**src/rtl/cmpflt_pkg.sv**
```systemverilog
package cmpflt_pkg;
   // word addresses of the register port
   localparam logic [1:0] A_CTRL = 2'd0;
   localparam logic [1:0] A_STAT = 2'd1;
   localparam logic [1:0] A_IRQM = 2'd2;
   localparam logic [1:0] A_DMAM = 2'd3;

   // control word layout
   localparam int unsigned LEN_MAX_W = 12;
   localparam int unsigned MODE_LSB  = 12;
   localparam int unsigned INV_BIT   = 16;
   localparam int unsigned BYP_BIT   = 17;
   localparam int unsigned EN_BIT    = 20;

   // filter mode codes
   localparam logic [2:0] FM_BYPASS = 3'b000;
   localparam logic [2:0] FM_IMMED  = 3'b100;
   localparam logic [2:0] FM_QUAL   = 3'b101;
   localparam logic [2:0] FM_LOWB   = 3'b110;
   localparam logic [2:0] FM_HIGHB  = 3'b111;

   localparam int unsigned N_EVT = 2;  // bit 0 rise, bit 1 fall
endpackage

```
**src/rtl/cmpflt_sync.sv**
```systemverilog
module cmpflt_sync #(
   parameter int unsigned STAGES = 2
) (
   input  logic clk,
   input  logic rst_n,
   input  logic d,
   output logic q
);
   generate
      if (STAGES < 2) begin : g_bad_depth
         $error("cmpflt_sync: STAGES must be at least 2");
      end
   endgenerate

   logic [STAGES-1:0] chain;

   always_ff @(posedge clk or negedge rst_n) begin
      if (!rst_n) chain <= '0;
      else        chain <= {chain[STAGES-2:0], d};
   end

   assign q = chain[STAGES-1];
endmodule

```
**src/rtl/cmpflt_core.sv**
```systemverilog
module cmpflt_core
   import cmpflt_pkg::*;
#(
   parameter int unsigned LEN_W = 12
) (
   input  logic             clk,
   input  logic             rst_n,
   input  logic             p,
   input  logic [LEN_W-1:0] len,
   input  logic [2:0]       mode,
   input  logic             byp,
   output logic             f
);
   logic [LEN_W-1:0] cnt, cnt_n;
   logic [LEN_W:0]   cnt_inc;
   logic             f_n, hit;

   assign cnt_inc = {1'b0, cnt} + 1'b1;
   assign hit     = cnt_inc >= {1'b0, len};

   always_comb begin
      f_n   = f;
      cnt_n = cnt;
      if (byp) begin
         f_n   = p;
         cnt_n = '0;
      end else begin
         unique case (mode)
            FM_IMMED: begin
               if (cnt != '0) cnt_n = cnt - 1'b1;
               else if (p != f) begin
                  f_n   = p;
                  cnt_n = len;
               end
            end
            FM_QUAL, FM_LOWB, FM_HIGHB: begin
               if ((mode == FM_LOWB && !p && f) || (mode == FM_HIGHB && p && !f)) begin
                  f_n   = p;
                  cnt_n = '0;
               end else if (p == f) begin
                  cnt_n = '0;
               end else if (hit) begin
                  f_n   = p;
                  cnt_n = '0;
               end else begin
                  cnt_n = cnt_inc[LEN_W-1:0];
               end
            end
            default: begin
               f_n   = p;
               cnt_n = '0;
            end
         endcase
      end
   end

   always_ff @(posedge clk or negedge rst_n) begin
      if (!rst_n) begin
         f   <= 1'b0;
         cnt <= '0;
      end else begin
         f   <= f_n;
         cnt <= cnt_n;
      end
   end

   // the output can only ever move to the level the filter just sampled
   p_moves_to_input_r2: assert property (@(posedge clk) disable iff (!rst_n)
      !$stable(f) |-> (f == $past(p)));

   // immediate mode holds while the hold-off count is running
   p_holdoff_r6: assert property (@(posedge clk) disable iff (!rst_n)
      (!byp && mode == FM_IMMED && cnt != '0) |=> $stable(f));
endmodule

```
**src/rtl/cmpflt_events.sv**
```systemverilog
module cmpflt_events
   import cmpflt_pkg::*;
(
   input  logic             clk,
   input  logic             rst_n,
   input  logic             en,
   input  logic             f,
   input  logic [N_EVT-1:0] clr,
   input  logic [N_EVT-1:0] irq_m,
   input  logic [N_EVT-1:0] dma_m,
   output logic [N_EVT-1:0] flags,
   output logic             irq,
   output logic             dma
);
   logic             f_d;
   logic [N_EVT-1:0] ev;

   always_ff @(posedge clk or negedge rst_n) begin
      if (!rst_n) f_d <= 1'b0;
      else        f_d <= f;
   end

   assign ev[0] = en &  f & ~f_d;
   assign ev[1] = en & ~f &  f_d;

   generate
      for (genvar i = 0; i < N_EVT; i++) begin : g_flag
         always_ff @(posedge clk or negedge rst_n) begin
            if (!rst_n) flags[i] <= 1'b0;
            else        flags[i] <= (flags[i] & ~clr[i]) | ev[i];
         end

         p_sticky_r10: assert property (@(posedge clk) disable iff (!rst_n)
            (flags[i] && !clr[i]) |=> flags[i]);

         p_needs_enable_r13: assert property (@(posedge clk) disable iff (!rst_n)
            $rose(flags[i]) |-> $past(en));
      end
   endgenerate

   assign irq = |(flags & irq_m);
   assign dma = |(flags & dma_m);

   p_quiet_when_clear_r12: assert property (@(posedge clk) disable iff (!rst_n)
      (flags == '0) |-> (!irq && !dma));
endmodule

```
**src/rtl/cmpout_conditioner.sv**
```systemverilog
module cmpout_conditioner
   import cmpflt_pkg::*;
#(
   parameter int unsigned LEN_W       = 12,
   parameter int unsigned SYNC_STAGES = 2,
   parameter int unsigned DATA_W      = 32
) (
   input  logic              clk,
   input  logic              rst_n,
   input  logic              cmp_raw,
   input  logic              wr_en,
   input  logic [1:0]        wr_addr,
   input  logic [DATA_W-1:0] wr_data,
   input  logic [1:0]        rd_addr,
   output logic [DATA_W-1:0] rd_data,
   output logic              filt_out,
   output logic              irq_req,
   output logic              dma_req
);
   generate
      if (LEN_W < 1 || LEN_W > LEN_MAX_W) begin : g_bad_len
         $error("cmpout_conditioner: LEN_W out of range");
      end
      if (DATA_W <= EN_BIT) begin : g_bad_data
         $error("cmpout_conditioner: DATA_W too narrow for control word");
      end
   endgenerate

   logic [LEN_W-1:0] len_q;
   logic [2:0]       mode_q;
   logic             inv_q, byp_q, en_q;
   logic [N_EVT-1:0] irqm_q, dmam_q, flags, clr;
   logic             s_cmp, p_cmp;
   logic             wr_ctrl;

   assign wr_ctrl = wr_en && (wr_addr == A_CTRL);

   always_ff @(posedge clk or negedge rst_n) begin
      if (!rst_n) begin
         len_q  <= '0;
         mode_q <= FM_BYPASS;
         inv_q  <= 1'b0;
         byp_q  <= 1'b0;
         en_q   <= 1'b0;
         irqm_q <= '0;
         dmam_q <= '0;
      end else begin
         if (wr_ctrl) begin
            len_q  <= wr_data[LEN_W-1:0];
            mode_q <= wr_data[MODE_LSB +: 3];
            inv_q  <= wr_data[INV_BIT];
            byp_q  <= wr_data[BYP_BIT];
            en_q   <= wr_data[EN_BIT];
         end
         if (wr_en && wr_addr == A_IRQM) irqm_q <= wr_data[N_EVT-1:0];
         if (wr_en && wr_addr == A_DMAM) dmam_q <= wr_data[N_EVT-1:0];
      end
   end

   assign clr = (wr_en && wr_addr == A_STAT) ? wr_data[N_EVT-1:0] : '0;

   always_comb begin
      rd_data = '0;
      unique case (rd_addr)
         A_CTRL: begin
            rd_data[LEN_W-1:0]     = len_q;
            rd_data[MODE_LSB +: 3] = mode_q;
            rd_data[INV_BIT]       = inv_q;
            rd_data[BYP_BIT]       = byp_q;
            rd_data[EN_BIT]        = en_q;
         end
         A_STAT:  rd_data[N_EVT-1:0] = flags;
         A_IRQM:  rd_data[N_EVT-1:0] = irqm_q;
         default: rd_data[N_EVT-1:0] = dmam_q;
      endcase
   end

   cmpflt_sync #(.STAGES(SYNC_STAGES)) u_sync (
      .clk(clk), .rst_n(rst_n), .d(cmp_raw), .q(s_cmp)
   );

   assign p_cmp = s_cmp ^ inv_q;

   cmpflt_core #(.LEN_W(LEN_W)) u_core (
      .clk(clk), .rst_n(rst_n), .p(p_cmp), .len(len_q),
      .mode(mode_q), .byp(byp_q), .f(filt_out)
   );

   cmpflt_events u_evt (
      .clk(clk), .rst_n(rst_n), .en(en_q), .f(filt_out), .clr(clr),
      .irq_m(irqm_q), .dma_m(dmam_q), .flags(flags),
      .irq(irq_req), .dma(dma_req)
   );
endmodule

```
**config.mk**
```make
export PLATFORM = sky130hd
export DESIGN_NAME = cmpout_conditioner
export DESIGN_NICKNAME = d
export VERILOG_FILES = /design/src/rtl/cmpflt_pkg.sv /design/src/rtl/cmpflt_sync.sv /design/src/rtl/cmpflt_core.sv /design/src/rtl/cmpflt_events.sv /design/src/rtl/cmpout_conditioner.sv
export SDC_FILE = /design/constraint.sdc
export NUM_CORES = 1
export LEC_CHECK = 0
export ABC_AREA = 1
export BUFFER_PORTS_ARGS = -buffer_cell sky130_fd_sc_hd__buf_2
export CAP_MARGIN = 25
export CORE_ASPECT_RATIO = 1.25
export CORE_MARGIN = 2
export CORE_UTILIZATION = 33
export DETAILED_ROUTE_END_ITERATION = 10
export MAX_ROUTING_LAYER = met4
export PLACE_DENSITY = 0.57
export SKIP_LAST_GASP = 1
export SLEW_MARGIN = 20
export SYNTH_ARGS = -nofsm -noshare
export SYNTH_HDL_FRONTEND = slang
export SYNTH_SLANG_ARGS = --single-unit
```
**constraint.sdc**
```tcl
create_clock -name clk -period 6.9 [get_ports clk]
set_input_delay 0 -clock clk [delete_from_list [all_inputs] [get_ports clk]]
set_output_delay 0 -clock clk [all_outputs]
set_load 0.02 [all_outputs]
```
==> results of run 1 <==
[layout by cell type (no fill, tap or decap), drive strengths merged]
| cell | n |
|---|---|
| nand3 | 23 |
| o21ai | 18 |
| conb | 14 |
| ha | 15 |
| nor4 | 1 |
| dlygate4sd3 | 18 |
| bufinv | 1 |
| o211ai | 7 |
| inv | 47 |
| o221ai | 2 |
| o31ai | 1 |
| a22o | 2 |
| nor3 | 2 |
| clkbuf | 6 |
| nor2 | 70 |
| clkinv | 2 |
| a21oi | 34 |
| xnor2 | 3 |
| nand4 | 14 |
| and3 | 1 |
| nand3b | 2 |
| nand2 | 75 |
| buf | 48 |
| a31oi | 4 |
| dfrtp | 40 |
| xor2 | 10 |
[worst paths after layout]
kind,from,endpoint,slack [ns],depth (start not counted)
min reg2reg,u_sync.chain[0],u_sync.chain[1],0.35,0
max,u_core.cnt[0],u_core.f,3.96,15
min in group asynchronous,rst_n,u_core.cnt[10],0.13,2
max reg2reg,u_core.cnt[0],u_core.f,3.96,15
max in group asynchronous,rst_n,u_core.cnt[4],6.30,3
min,wr_data[1],irqm_q[1],0.01,3
[logic make-up after synthesis]
kind of cell / Yosys count / share of synthesized area
AND/OR/NAND/NOR: 188 / 0.2948
other: 1 / 0.001299
adder cells (fa/ha/maj): 15 / 0.06502
flip-flops: 40 / 0.3468
XOR/XNOR: 13 / 0.03945
buffers and inverters: 73 / 0.1209
AO/OA/AOI/OAI: 68 / 0.1318
[cells in the mapped netlist, types with 2 or more instances]
cell                       count
sky130_fd_sc_hd__a21oi_1      34
sky130_fd_sc_hd__a22o_1        2
sky130_fd_sc_hd__a31oi_1       4
sky130_fd_sc_hd__buf_2         3
sky130_fd_sc_hd__buf_4        17
sky130_fd_sc_hd__clkbuf_1      4
sky130_fd_sc_hd__dfrtp_1      40
sky130_fd_sc_hd__ha_1         15
sky130_fd_sc_hd__inv_1        39
sky130_fd_sc_hd__inv_2         8
sky130_fd_sc_hd__nand2_1      73
sky130_fd_sc_hd__nand2_2       2
sky130_fd_sc_hd__nand3_1      22
sky130_fd_sc_hd__nand3b_1      2
sky130_fd_sc_hd__nand4_1      14
sky130_fd_sc_hd__nor2_1       62
sky130_fd_sc_hd__nor2_2        5
sky130_fd_sc_hd__nor2_4        2
sky130_fd_sc_hd__o211ai_1      7
sky130_fd_sc_hd__o21ai_0      13
sky130_fd_sc_hd__o21ai_1       5
sky130_fd_sc_hd__o221ai_1      2
sky130_fd_sc_hd__xnor2_1       3
sky130_fd_sc_hd__xor2_1       10
[repair_timing]
item | CTS | global route
gates resized for setup | 0 | 0
hold buffers | 18 | 0
hold endpoints to repair | 57 | 0
[registers in the layout (all words and copies together), names as in the netlist]
register and flops:
byp_q 1, dmam_q 2, en_q 1, inv_q 1
irqm_q 2, len_q 12, mode_q 3, u_core.cnt 12
u_core.f 1, u_evt.f_d 1, u_evt.flags 2, u_sync.chain 2
[final cells by class]
class                      instances  area [sq um]
clock buffer                       6         72.57
clock inverter                     2         35.03
fill                             911          5144
inverter                          48         180.2
multi-input combinational        298          1585
sequential                        40          1001
tap                              120         150.1
timing repair buffer              66         437.9
[stage by stage]
stage / hold WS, ns / worst slack (ns) / cells / utilization
final: 0.01232 / 3.959 / 580 / 0.4023
after CTS: 0.02067 / 3.953 / 579 / 0.4000
after floorplan: -0.2956 / 4.652 / 411 / -
after detailed placement: 0.1105 / 3.982 / 553 / 0.3665
after global placement: 0.1095 / 4.026 / 553 / 0.3665
after global routing: 0.03927 / 3.702 / 580 / 0.4023
[power by group]
group          switching (mW)  internal [mW]  total (mW)
logic                   0.204         0.0984       0.303
clock network          0.0910          0.108       0.199
registers              0.0335          0.269       0.303
total                   0.329          0.475       0.804
[critical path, cell delays in order, from the launching register on]
cell                       delay, ns
sky130_fd_sc_hd__dfrtp_1        0.47
sky130_fd_sc_hd__ha_1           0.24
sky130_fd_sc_hd__nand2_2        0.10
sky130_fd_sc_hd__nor2_8         0.15
sky130_fd_sc_hd__xnor2_1        0.13
sky130_fd_sc_hd__inv_1          0.08
sky130_fd_sc_hd__ha_1           0.31
sky130_fd_sc_hd__nand2_1        0.08
sky130_fd_sc_hd__nor2_1         0.09
sky130_fd_sc_hd__nand2_1        0.06
sky130_fd_sc_hd__o211ai_1       0.11
sky130_fd_sc_hd__nand3_1        0.52
sky130_fd_sc_hd__nand3_1        0.30
sky130_fd_sc_hd__nand3_1        0.09
sky130_fd_sc_hd__nand2_1        0.06
sky130_fd_sc_hd__nand2_1        0.05
[per-layer routing]
metal,track usage,vias to the layer above,wire (um)
met5,-,-,0
met3,0.02214,10,193
met4,0.05055,0,111
met1,0.1912,1257,3212
met2,0.3068,53,3971
li1,-,1397,-
==> reports/qor.yml, run 1 <==
wire_length_of_the_first_global_routing_pass_mm: 12.31
syn_inst_count: 398
yosysTopAreaCell: "sky130_fd_sc_hd__dfrtp_1"
rows: 38
grt_pass1_vias: 2652
pwr_density_cell_mw_per_mm2: 232.3
worst_clock_skew_ns: 0.005569
timing.critical_path.from_type: "flip-flop"
cts_made_buffers: 5
fraction_of_post_synthesis_cell_area_in_the_top_cell_type_by_area: 0.3468
layout_min_cycle_time_ns: 2.941
route.final.wire_length_mm: 7.488
finalSetupViolations: 0
nets: 514
worst-setup-path-type: "flip-flop to flip-flop"
ys_seq_area_frac: 0.3468
ctsRootBufferMaster: "sky130_fd_sc_hd__clkbuf_8"
synthArstFlopShare: 1.000
coreArea_sq_mm: 0.008606
groute.usage.overall: 0.1692
drt_pass_1_iters: 4
worst_setup_path_end_kind: "flip-flop"
drv_slew: 0
hold_class: "primary input to flip-flop"
final-hold-violation-count: 0
layout-area-overhead-vs-synth_pct: 19.94
die_area_sq_mm: 0.009516
max-vdd-ir-drop_uv: 155.1
synth.yosys.warnings: 0
detailroute.via_count: 2717
insertedDiodeCount: 0
vias_per_cell: 4.684
synth.avg_cell_area_sq_um: 7.253
die_h_um: 108.6
required_time_of_the_worst_setup_path_ns: 7.10
fmaxAchievable_ghz: 0.3401
grt_max_degree: 41
cap_violations: 0
global_route.overflow_total: 0
portBuffers: 46
clock_tree.buffer_depth: 2
rsz0062_at_grt: "no"
arrival_time_worst_endpoint_ns: 3.14
post_synth_instance_area_sq_mm: 0.002887
critical_path_peak_fanout: 13
chipWidth_um: 87.65
drt_drc_violations_left: 0
dpl-instance-area_sq_mm: 0.003154
drt_iter0_markers: 105
finalWeightedCongestion: 0.8661
clk_pin_slew_ns: 0.08
starting_density: 0.3354
maxSlewHeadroom: 0.3293
max_slew.worst_pin.slew_ns: 1.002
h-tree-depth: 2
ant_nets: 0
yosys_most_used_dff: "sky130_fd_sc_hd__dfrtp_1"
power.static_leakage_nw: 1.817
period_share: 0.4262
post_route_cells_drive_above_1_share: 0.1630
synth_cell_type_count: 34
top_level_ports: 75
dominant_cells_by_area_after_synthesis: "sky130_fd_sc_hd__dfrtp_1 35%, sky130_fd_sc_hd__nand2_1 9.5%, sky130_fd_sc_hd__nor2_1 8.1%"
initial_antenna_violation_count: 0
synth_edf_count: 0
insertion_delay_ns: 0.30
yosys_register_bits: 40
cts_setup_buffers: 0
total_power_of_the_final_layout_mw: 0.8041
status: "finished clean"
cts.sinks: 40
setup-tns-final_ns: 0
detailed_place_hpwl_mm: 5.488
wire_per_inst_um: 12.91
finalInstanceArea_sq_mm: 0.003462
clock_tree_from_tritoncts: "yes"
(Power assumes the default switching activity.)
==> inputs of run 2 (changes only) <==
Settings changed: ABC_AREA 1 to 0, PLACE_DENSITY 0.57 to 0.6.
Clock period 6.9 ns to 2.4 ns, I/O delays scaled along.
==> run 2 against run 1 <==
  * The run now ends with negative setup slack left
  * Core utilization grew 5.9 points
  * First-iteration DRC count grew 15%
  * Critical path type unchanged
  * Via count is 7.3% lower
  * Setup slack worse by 4.3 ns
  * Count of clock-buffer cells in the layout stayed put
  * Combinational power grew to 8.9 times the previous value
==> reports/qor.yml, run 2 <==
layout.cells.most_common: "sky130_fd_sc_hd__buf_2"  # was sky130_fd_sc_hd__nand2_1
cap_violations: 0  # unchanged
global_route.overflow_total: 0  # unchanged
clock_tree.buffer_depth: 2  # unchanged
yosys_register_bits: 40  # unchanged
dpl-instance-area_sq_mm: 0.003249  # was 0.003154 sq mm
finalWeightedCongestion: 0.8645  # was 0.8661
final-hold-violation-count: 0  # unchanged
drt_drc_violations_left: 0  # unchanged
rows: 37  # was 38
fraction_of_post_synthesis_cell_area_in_the_top_cell_type_by_area: 0.3682  # was 0.3468
drt_iter0_markers: 121  # was 105
finalInstanceArea_sq_mm: 0.003740  # was 0.003462 sq mm
clk_pin_slew_ns: 0.08  # about the same
final-seq-area_sq_mm: 0.001002  # was 0.001001 sq mm
finalSetupViolations: 13  # was 0
max-vdd-ir-drop_uv: 548.0  # was 155.1 uV
vias_per_cell: 5.046  # was 4.684
ys_seq_area_frac: 0.3682  # was 0.3468
hold_class: "primary input to flip-flop"  # unchanged
syn_inst_count: 305  # was 398
failed_checks: "negative setup slack"
power.static_leakage_nw: 1.776  # was 1.817 nW
coreArea_sq_mm: 0.008102  # was 0.008606 sq mm
pwr_density_cell_mw_per_mm2: 1100  # was 232.3 mW/mm^2
insertedDiodeCount: 0  # unchanged
detailed_place_hpwl_mm: 5.544  # was 5.488 mm
period_share: 1.128  # was 0.4262
drt_pass_1_iters: 4  # unchanged
multiInputGateArea_sq_mm: 0.001728  # was 0.001585 sq mm
ctsRootBufferMaster: "sky130_fd_sc_hd__clkbuf_8"  # unchanged
final_cell_mix: "46 x sky130_fd_sc_hd__buf_2, 39 x sky130_fd_sc_hd__nand2_1, 39 x sky130_fd_sc_hd__dfrtp_1"  # was 73 x sky130_fd_sc_hd__nand2_1, 62 x sky130_fd_sc_hd__nor2_1, 46 x sky130_fd_sc_hd__buf_2
ant_nets: 0  # unchanged
layout_min_cycle_time_ns: 2.708  # was 2.941 ns
chipWidth_um: 85.19  # was 87.65 um
grt_pass1_vias: 2574  # was 2652
cts_made_buffers: 5  # unchanged
timing.critical_path.from_type: "flip-flop"  # unchanged
insertion_delay_ns: 0.30  # about the same
synthArstFlopShare: 1.000  # unchanged
die_area_sq_mm: 0.008986  # was 0.009516 sq mm
synth_edf_count: 0  # unchanged
yosys_most_used_dff: "sky130_fd_sc_hd__dfrtp_1"  # unchanged
wire_per_inst_um: 14.86  # was 12.91 um
layout_utilization: 0.4616  # was 0.4023
worst-r2r-setup-slack_ns: -0.31  # was 3.96 ns
critical_path_peak_fanout: 5  # was 13
route.final.wire_length_mm: 7.414  # was 7.488 mm
worst_setup_path_end_kind: "flip-flop"  # unchanged
die_h_um: 105.5  # was 108.6 um
initial_antenna_violation_count: 0  # unchanged
synth.avg_cell_area_sq_um: 8.914  # was 7.253 sq um
synth_cell_type_count: 43  # was 34
top_level_ports: 75  # unchanged
clock_tree_from_tritoncts: "yes"  # unchanged
synth.yosys.warnings: 0  # unchanged
nets: 457  # was 514
ys_top_cells_by_count: "40 x sky130_fd_sc_hd__dfrtp_1, 39 x sky130_fd_sc_hd__nand2_1, 20 x sky130_fd_sc_hd__o21ai_0"  # was 73 x sky130_fd_sc_hd__nand2_1, 62 x sky130_fd_sc_hd__nor2_1, 40 x sky130_fd_sc_hd__dfrtp_1
rsz0062_at_grt: "yes"  # was no
portBuffers: 46  # unchanged
post_synth_instance_area_sq_mm: 0.002719  # was 0.002887 sq mm
worst_clock_skew_ns: 0.006491  # was 0.005569 ns
worst-setup-path-type: "flip-flop to flip-flop"  # unchanged
post_route_cells_drive_above_1_share: 0.3433  # was 0.1630
layout-area-overhead-vs-synth_pct: 37.55  # was 19.94%
h-tree-depth: 2  # unchanged
arrival_time_worst_endpoint_ns: 2.93  # was 3.14 ns
dp_worst_setup_slack_ns: -0.3739  # was 3.982 ns
grt_max_degree: 41  # unchanged
fmaxAchievable_ghz: 0.3693  # was 0.3401 GHz
wire_length_of_the_first_global_routing_pass_mm: 12.17  # was 12.31 mm
starting_density: 0.3356  # was 0.3354
fillCellCount: 751  # was 911
cts.sinks: 40  # unchanged
drv_slew: 0  # unchanged
yosysTopAreaCell: "sky130_fd_sc_hd__dfrtp_1"  # unchanged
dominant_cells_by_area_after_synthesis: "sky130_fd_sc_hd__dfrtp_1 37%, sky130_fd_sc_hd__ha_1 6.9%, sky130_fd_sc_hd__nand2_1 5.4%"  # was sky130_fd_sc_hd__dfrtp_1 35%, sky130_fd_sc_hd__nand2_1 9.5%, sky130_fd_sc_hd__nor2_1 8.1%
status: "finished, violations left"  # was finished clean
groute.usage.overall: 0.1743  # was 0.1692
timing.final.ws_setup_ns: -0.3077  # was 3.959 ns
required_time_of_the_worst_setup_path_ns: 2.63  # was 7.10 ns
detailroute.via_count: 2518  # was 2717
yosys.cell_count.top_type: "sky130_fd_sc_hd__dfrtp_1"  # was sky130_fd_sc_hd__nand2_1
reg_top3: "len_q x12, u_core.cnt x12, mode_q x3"  # unchanged
[run 2: cell types whose count changed in the layout (fill, tap and decap cells not counted), sizes merged, moves of 13 or more]
cell   before  now
a21oi      34   11
nand3      23    8
inv        47   18
nand4      14    1
nor3        2   15
nor2       70   16
nand2      75   39
buf        48   85
[run 2: final cells by class]
class / count / share of cell area
clock buffers: 6 / 0.01940
clock inverters: 1 / 0.001338
inverters: 18 / 0.01807
multi-input cells: 232 / 0.4620
flip-flops and latches: 40 / 0.2680
well taps: 97 / 0.03245
repair buffers: 105 / 0.1987
[run 2: repair_timing]
action	in CTS	in global routing
setup buffers	3	2
endpoints found under the hold margin	63	0
pin swaps	7	9
hold buffers	20	0
setup endpoints to repair	13	13
gates resized for setup	14	10
[run 2: stage by stage]
| stage | TNS (ns) | instances | hold WS, ns | power (mW) |
|---|---|---|---|---|
| global placement | -2.950 | 466 | 0.1092 | 3.405 |
| finish | -2.750 | 499 | 0.1050 | 4.113 |
| detailed placement | -4.102 | 466 | 0.1099 | 3.425 |
| global route | -4.078 | 499 | 0.1302 | 4.384 |
| CTS | -3.275 | 496 | 0.1029 | 3.997 |
| floorplan | -2.456 | 318 | -0.2956 | 2.629 |
[run 2: worst max-delay path, cell delays in order (launching register included)]
cell,delay [ns]
sky130_fd_sc_hd__dfrtp_2,0.40
sky130_fd_sc_hd__and3_4,0.20
sky130_fd_sc_hd__and4_4,0.21
sky130_fd_sc_hd__and4_4,0.19
sky130_fd_sc_hd__xor2_2,0.15
sky130_fd_sc_hd__ha_2,0.18
sky130_fd_sc_hd__a21o_1,0.18
sky130_fd_sc_hd__a211oi_2,0.19
sky130_fd_sc_hd__o221ai_2,0.14
sky130_fd_sc_hd__or4b_4,0.61
sky130_fd_sc_hd__o22ai_2,0.17
[run 2: logic make-up after synthesis]
| logic type | synth area share |
|---|---|
| buffers and inverters | 0.08467 |
| multiplexers | 0.06535 |
| other | 0.001379 |
| flip-flops | 0.3682 |
| XOR/XNOR | 0.06995 |
| adder cells (fa/ha/maj) | 0.06903 |
| AND/OR/NAND/NOR | 0.2034 |
| AO/OA/AOI/OAI | 0.1381 |
[run 2: per-layer routing]
metal	routed length [um]	GRT usage	up-vias
li1	-	-	1216
met1	2938	0.1910	1217
met2	3991	0.3125	67
met3	205	0.01958	18
met4	278	0.07937	0
met5	0	-	-
[run 2: final timing paths]
check | from | end | cells after the start
setup / recovery | u_core.cnt[4] | u_core.cnt[7] | 10
hold / removal | wr_addr[0] | dmam_q[1] | 3
setup reg to reg | u_core.cnt[4] | u_core.cnt[7] | 10
hold reg to reg | u_sync.chain[0] | u_sync.chain[1] | 0
max in group asynchronous | rst_n | u_core.cnt[4] | 3
min in group asynchronous | rst_n | u_core.cnt[8] | 2
[run 2: power breakdown]
group / switching, mW / leakage (nW) / internal, mW
Combinational: 1.52 / 1.24 / 1.19
Clock: 0.240 / 0.0410 / 0.198
Sequential: 0.143 / 0.498 / 0.831
Total: 1.90 / 1.78 / 2.21
==> inputs of run 3 (changes only) <==
Settings changed: PLACE_DENSITY 0.6 to 0.59, SYNTH_HIERARCHICAL set to 1.
==> run 3 against run 2 <==
  * The flow still finishes with violations (negative setup slack)
  * Sequential power fell by 2%
  * Fmax fell by 3.8%
  * Synthesized cell count fell by 2.3%
  * Clock skew fell by 0.0011 ns
  * Combinational power fell by 33%
  * Synthesized area rose by 4.7%
  * Design area rose by 2.0%
  * Register-to-register slack got worse by 0.11 ns
  * Critical path type unchanged
  * Largest cell class unchanged
  * Largest power group unchanged
  * Highest routed layer unchanged
==> reports/qor.yml, run 3 <==
status: "finished, violations left"  # unchanged
failed_checks: "negative setup slack"  # unchanged
combinational_family_with_the_most_area_after_synthesis: "simple AND/OR/NAND/NOR gates"  # unchanged
max-vdd-ir-drop_uv: 530.4  # was 548.0 uV
pint_mw: 1.944  # was 2.215 mW
muxShareOfSynthArea: 0.1160  # was 0.06535
top_level_ports: 75  # unchanged
xor_and_xnor_area_share_after_synthesis: 0.06151  # was 0.06995
h-tree-depth: 2  # unchanged
fmaxAchievable_ghz: 0.3553  # was 0.3693 GHz
ys_seq_area_frac: 0.3515  # was 0.3682
worst-r2r-setup-slack_ns: -0.41  # was -0.31 ns
wire_per_inst_um: 14.55  # was 14.86 um
yosys.cell_count.top_type: "sky130_fd_sc_hd__dfrtp_1"  # unchanged
die_h_um: 107.9  # was 105.5 um
post_synth_instance_area_sq_mm: 0.002848  # was 0.002719 sq mm
worst_clock_skew_ns: 0.005367  # was 0.006491 ns
ctsRootBufferMaster: "sky130_fd_sc_hd__clkbuf_8"  # unchanged
insertedDiodeCount: 0  # unchanged
grt_pass1_vias: 2501  # was 2574
final-hold-violation-count: 0  # unchanged
yosys_most_used_dff: "sky130_fd_sc_hd__dfrtp_1"  # unchanged
power.static_leakage_nw: 1.846  # was 1.776 nW
worst_setup_path_end_kind: "flip-flop"  # unchanged
grt_use_met2: 0.2961  # was 0.3125
route.final.wire_length_mm: 7.231  # was 7.414 mm
ant_nets: 0  # unchanged
cts.sinks: 40  # unchanged
period_share: 1.173  # was 1.128
die_area_sq_mm: 0.009393  # was 0.008986 sq mm
post_route_cells_drive_above_1_share: 0.3700  # was 0.3433
worst-setup-path-type: "flip-flop to flip-flop"  # unchanged
drt_drc_violations_left: 0  # unchanged
coreArea_sq_mm: 0.008287  # was 0.008102 sq mm
critical_path.reg2reg.endpoint: "u_core/cnt[8]"  # was u_core.cnt[7]
sw_frac_of_total: 0.4138  # was 0.4616
critical_path.endpoint: "u_core/cnt[8]"  # was u_core.cnt[7]
synthArstFlopShare: 1.000  # unchanged
cts_made_buffers: 5  # unchanged
combinationalPowerShare: 0.545  # was 0.657
drv_slew: 0  # unchanged
arrival_time_worst_endpoint_ns: 3.03  # was 2.93 ns
maxSlewHeadroom: 0.4148
clock_tree.buffer_depth: 2  # unchanged
portBuffers: 46  # unchanged
min-delay-start: "wr_addr[1]"  # was wr_addr[0]
synth.avg_cell_area_sq_um: 9.556  # was 8.914 sq um
rows: 37  # unchanged
hold_class: "primary input to flip-flop"  # unchanged
initial_antenna_violation_count: 0  # unchanged
finalSetupViolations: 13  # unchanged
net_switching_power_mw: 1.372  # was 1.898 mW
cap_violations: 0  # unchanged
yosysTopAreaCell: "sky130_fd_sc_hd__dfrtp_1"  # unchanged
drt_iter0_markers: 74  # was 121
final_cell_mix: "46 x sky130_fd_sc_hd__buf_2, 40 x sky130_fd_sc_hd__dfrtp_1, 39 x sky130_fd_sc_hd__buf_4"  # was 46 x sky130_fd_sc_hd__buf_2, 39 x sky130_fd_sc_hd__nand2_1, 39 x sky130_fd_sc_hd__dfrtp_1
max_slew.worst_pin.slew_ns: 0.8745
worstSetupStartpoint: "u_core/cnt[4]"  # was u_core.cnt[4]
critical_path_peak_fanout: 5  # unchanged
grt_max_degree: 41  # unchanged
insertion_delay_ns: 0.29  # was 0.30 ns
timing.critical_path.from_type: "flip-flop"  # unchanged
yosys.area_share.simple: 0.1924  # was 0.2034
ys_top_cells_by_count: "40 x sky130_fd_sc_hd__dfrtp_1, 28 x sky130_fd_sc_hd__inv_1, 19 x sky130_fd_sc_hd__nand2_1"  # was 40 x sky130_fd_sc_hd__dfrtp_1, 39 x sky130_fd_sc_hd__nand2_1, 20 x sky130_fd_sc_hd__o21ai_0
reg_top3: "len_q x12, u_core/cnt x12, mode_q x3"  # was len_q x12, u_core.cnt x12, mode_q x3
starting_density: 0.3437  # was 0.3356
vias_per_cell: 4.960  # was 5.046
nets: 454  # was 457
total_power_of_the_final_layout_mw: 3.317  # was 4.113 mW
synth.yosys.warnings: 6  # was 0
layout.cells.most_common: "sky130_fd_sc_hd__buf_2"  # unchanged
drt_pass_1_iters: 4  # unchanged
synth_cell_type_count: 52  # was 43
yosys_register_bits: 40  # unchanged
synth_compound_area_frac: 0.1090  # was 0.1381
required_time_of_the_worst_setup_path_ns: 2.62  # was 2.63 ns
clock_tree_from_tritoncts: "yes"  # unchanged
timing.final.ws_setup_ns: -0.4148  # was -0.3077 ns
synthAdderAreaFrac: 0.06591  # was 0.06903
detailroute.via_count: 2465  # was 2518
detailed_place_hpwl_mm: 5.307  # was 5.544 mm
clock_power_share: 0.166  # was 0.107
chipWidth_um: 87.09  # was 85.19 um
syn_inst_count: 298  # was 305
layout-area-overhead-vs-synth_pct: 33.96  # was 37.55%
clk_pin_slew_ns: 0.08  # about the same
grtUsageMet3: 0.01610  # was 0.01958
reg2regPathDepth: 11  # was 10
fraction_of_post_synthesis_cell_area_in_the_top_cell_type_by_area: 0.3515  # was 0.3682
layout_min_cycle_time_ns: 2.815  # was 2.708 ns
wire_length_of_the_first_global_routing_pass_mm: 11.87  # was 12.17 mm
power.sequential.fraction: 0.289  # was 0.237
fillCellCount: 757  # was 751
rr_startpoint: "u_core/cnt[4]"  # was u_core.cnt[4]
final.hold.worst_slack_ns: 0.06546  # was 0.1050 ns
groute.usage.overall: 0.1642  # was 0.1743
met1_usage: 0.1877  # was 0.1910
rsz0062_at_grt: "yes"  # unchanged
grt_most_used_layer: "met2"  # unchanged
dominant_cells_by_area_after_synthesis: "sky130_fd_sc_hd__dfrtp_1 35%, sky130_fd_sc_hd__ha_1 6.6%, sky130_fd_sc_hd__mux2_4 5.3%"  # was sky130_fd_sc_hd__dfrtp_1 37%, sky130_fd_sc_hd__ha_1 6.9%, sky130_fd_sc_hd__nand2_1 5.4%
global_route.overflow_total: 0  # unchanged
finalWeightedCongestion: 0.9160  # was 0.8645
pwr_density_cell_mw_per_mm2: 869.4  # was 1100 mW/mm^2
synth_edf_count: 0  # unchanged
## run 3: cell count changes after synthesis, moves of 5 or more
cell	delta
sky130_fd_sc_hd__nor2b_1	-5
sky130_fd_sc_hd__mux2_4	+10
sky130_fd_sc_hd__nor3_1	-10
sky130_fd_sc_hd__and2_1	+9
sky130_fd_sc_hd__clkbuf_1	-7
sky130_fd_sc_hd__o21ai_0	-17
sky130_fd_sc_hd__nand2_1	-20
sky130_fd_sc_hd__inv_1	+10
## run 3: worst min path at each step
stage | end | cells past startpoint
global route | u_evt/flags[0] | 3
detailed placement | u_sync/chain[0] | 1
global placement | u_sync/chain[0] | 1
finish | u_evt/flags[1] | 3
CTS | u_evt/flags[1] | 3
floorplan | byp_q | 0
## run 3: what timing repair did
item / in CTS / in global routing
resized for setup: 12 / 6
pin swaps: 7 / 2
setup endpoints to repair: 13 / 13
setup buffers: 1 / 0
hold buffers: 20 / 0
cloned: 1 / 0
hold endpoints to repair: 63 / 0
## run 3: power groups by stage
stage               sequential, mW  clock [mW]  combinational [mW]
floorplan                    0.934           0                1.14
global placement             0.964           0                1.66
detailed placement           0.968           0                1.68
CTS                          0.957       0.563                1.77
global route                 0.980       0.589                1.98
finish                       0.957       0.552                1.81
## run 3: logic make-up (layout without fill, tap and decap cells)
kind of cell               Yosys count  count (layout)
AOI/OAI and AO/OA                   46              46
muxes                               24              24
adders and majority gates           15              15
xor gates and xnor gates            20              20
and+or+nand+nor                     98              99
other                                1              14
DFF                                 40              40
buffers and inverters               54             142
## run 3: layout make-up
class / count / area, sq um / area share
Timing Repair Buffer: 106 / 743.2 / 0.1948
Multi-Input combinational cell: 218 / 1733 / 0.4542
Clock buffer: 5 / 68.82 / 0.01804
Tap cell: 97 / 121.4 / 0.03181
Inverter: 28 / 105.1 / 0.02755
Sequential cell: 40 / 1001 / 0.2624
Clock inverter: 3 / 42.54 / 0.01115
## run 3: worst max-delay path, cell delays in order (launching register included)
cell                      delay (ns)
sky130_fd_sc_hd__dfrtp_1        0.40
sky130_fd_sc_hd__and3_4         0.19
sky130_fd_sc_hd__and3_4         0.19
sky130_fd_sc_hd__and3_4         0.20
sky130_fd_sc_hd__xnor2_4        0.14
sky130_fd_sc_hd__inv_1          0.06
sky130_fd_sc_hd__ha_1           0.28
sky130_fd_sc_hd__nand4_1        0.18
sky130_fd_sc_hd__nor3_2         0.09
sky130_fd_sc_hd__o31a_1         0.28
sky130_fd_sc_hd__or4_4          0.55
sky130_fd_sc_hd__o22ai_1        0.17
## run 3: through the flow
step / worst slack [ns] / util / TNS, ns / area, sq um / instances
final: -0.4148 / 0.4604 / -4.804 / 3815 / 497
after global routing: -0.5475 / 0.4604 / -6.447 / 3815 / 497
after CTS: -0.4052 / 0.4557 / -4.730 / 3776 / 497
after detailed placement: -0.4581 / 0.4089 / -5.338 / 3388 / 467
after global placement: -0.4323 / 0.4089 / -5.262 / 3388 / 467
after floorplan: -0.4571 / - / -4.782 / 2930 / 311
## run 3: per-layer routing
metal	vias to the layer above	part of all wire	wire, um
li1	1199	-	-
met1	1194	0.41	2999
met2	63	0.54	3884
met3	9	0.028	202
met4	0	0.020	144
met5	-	0	0
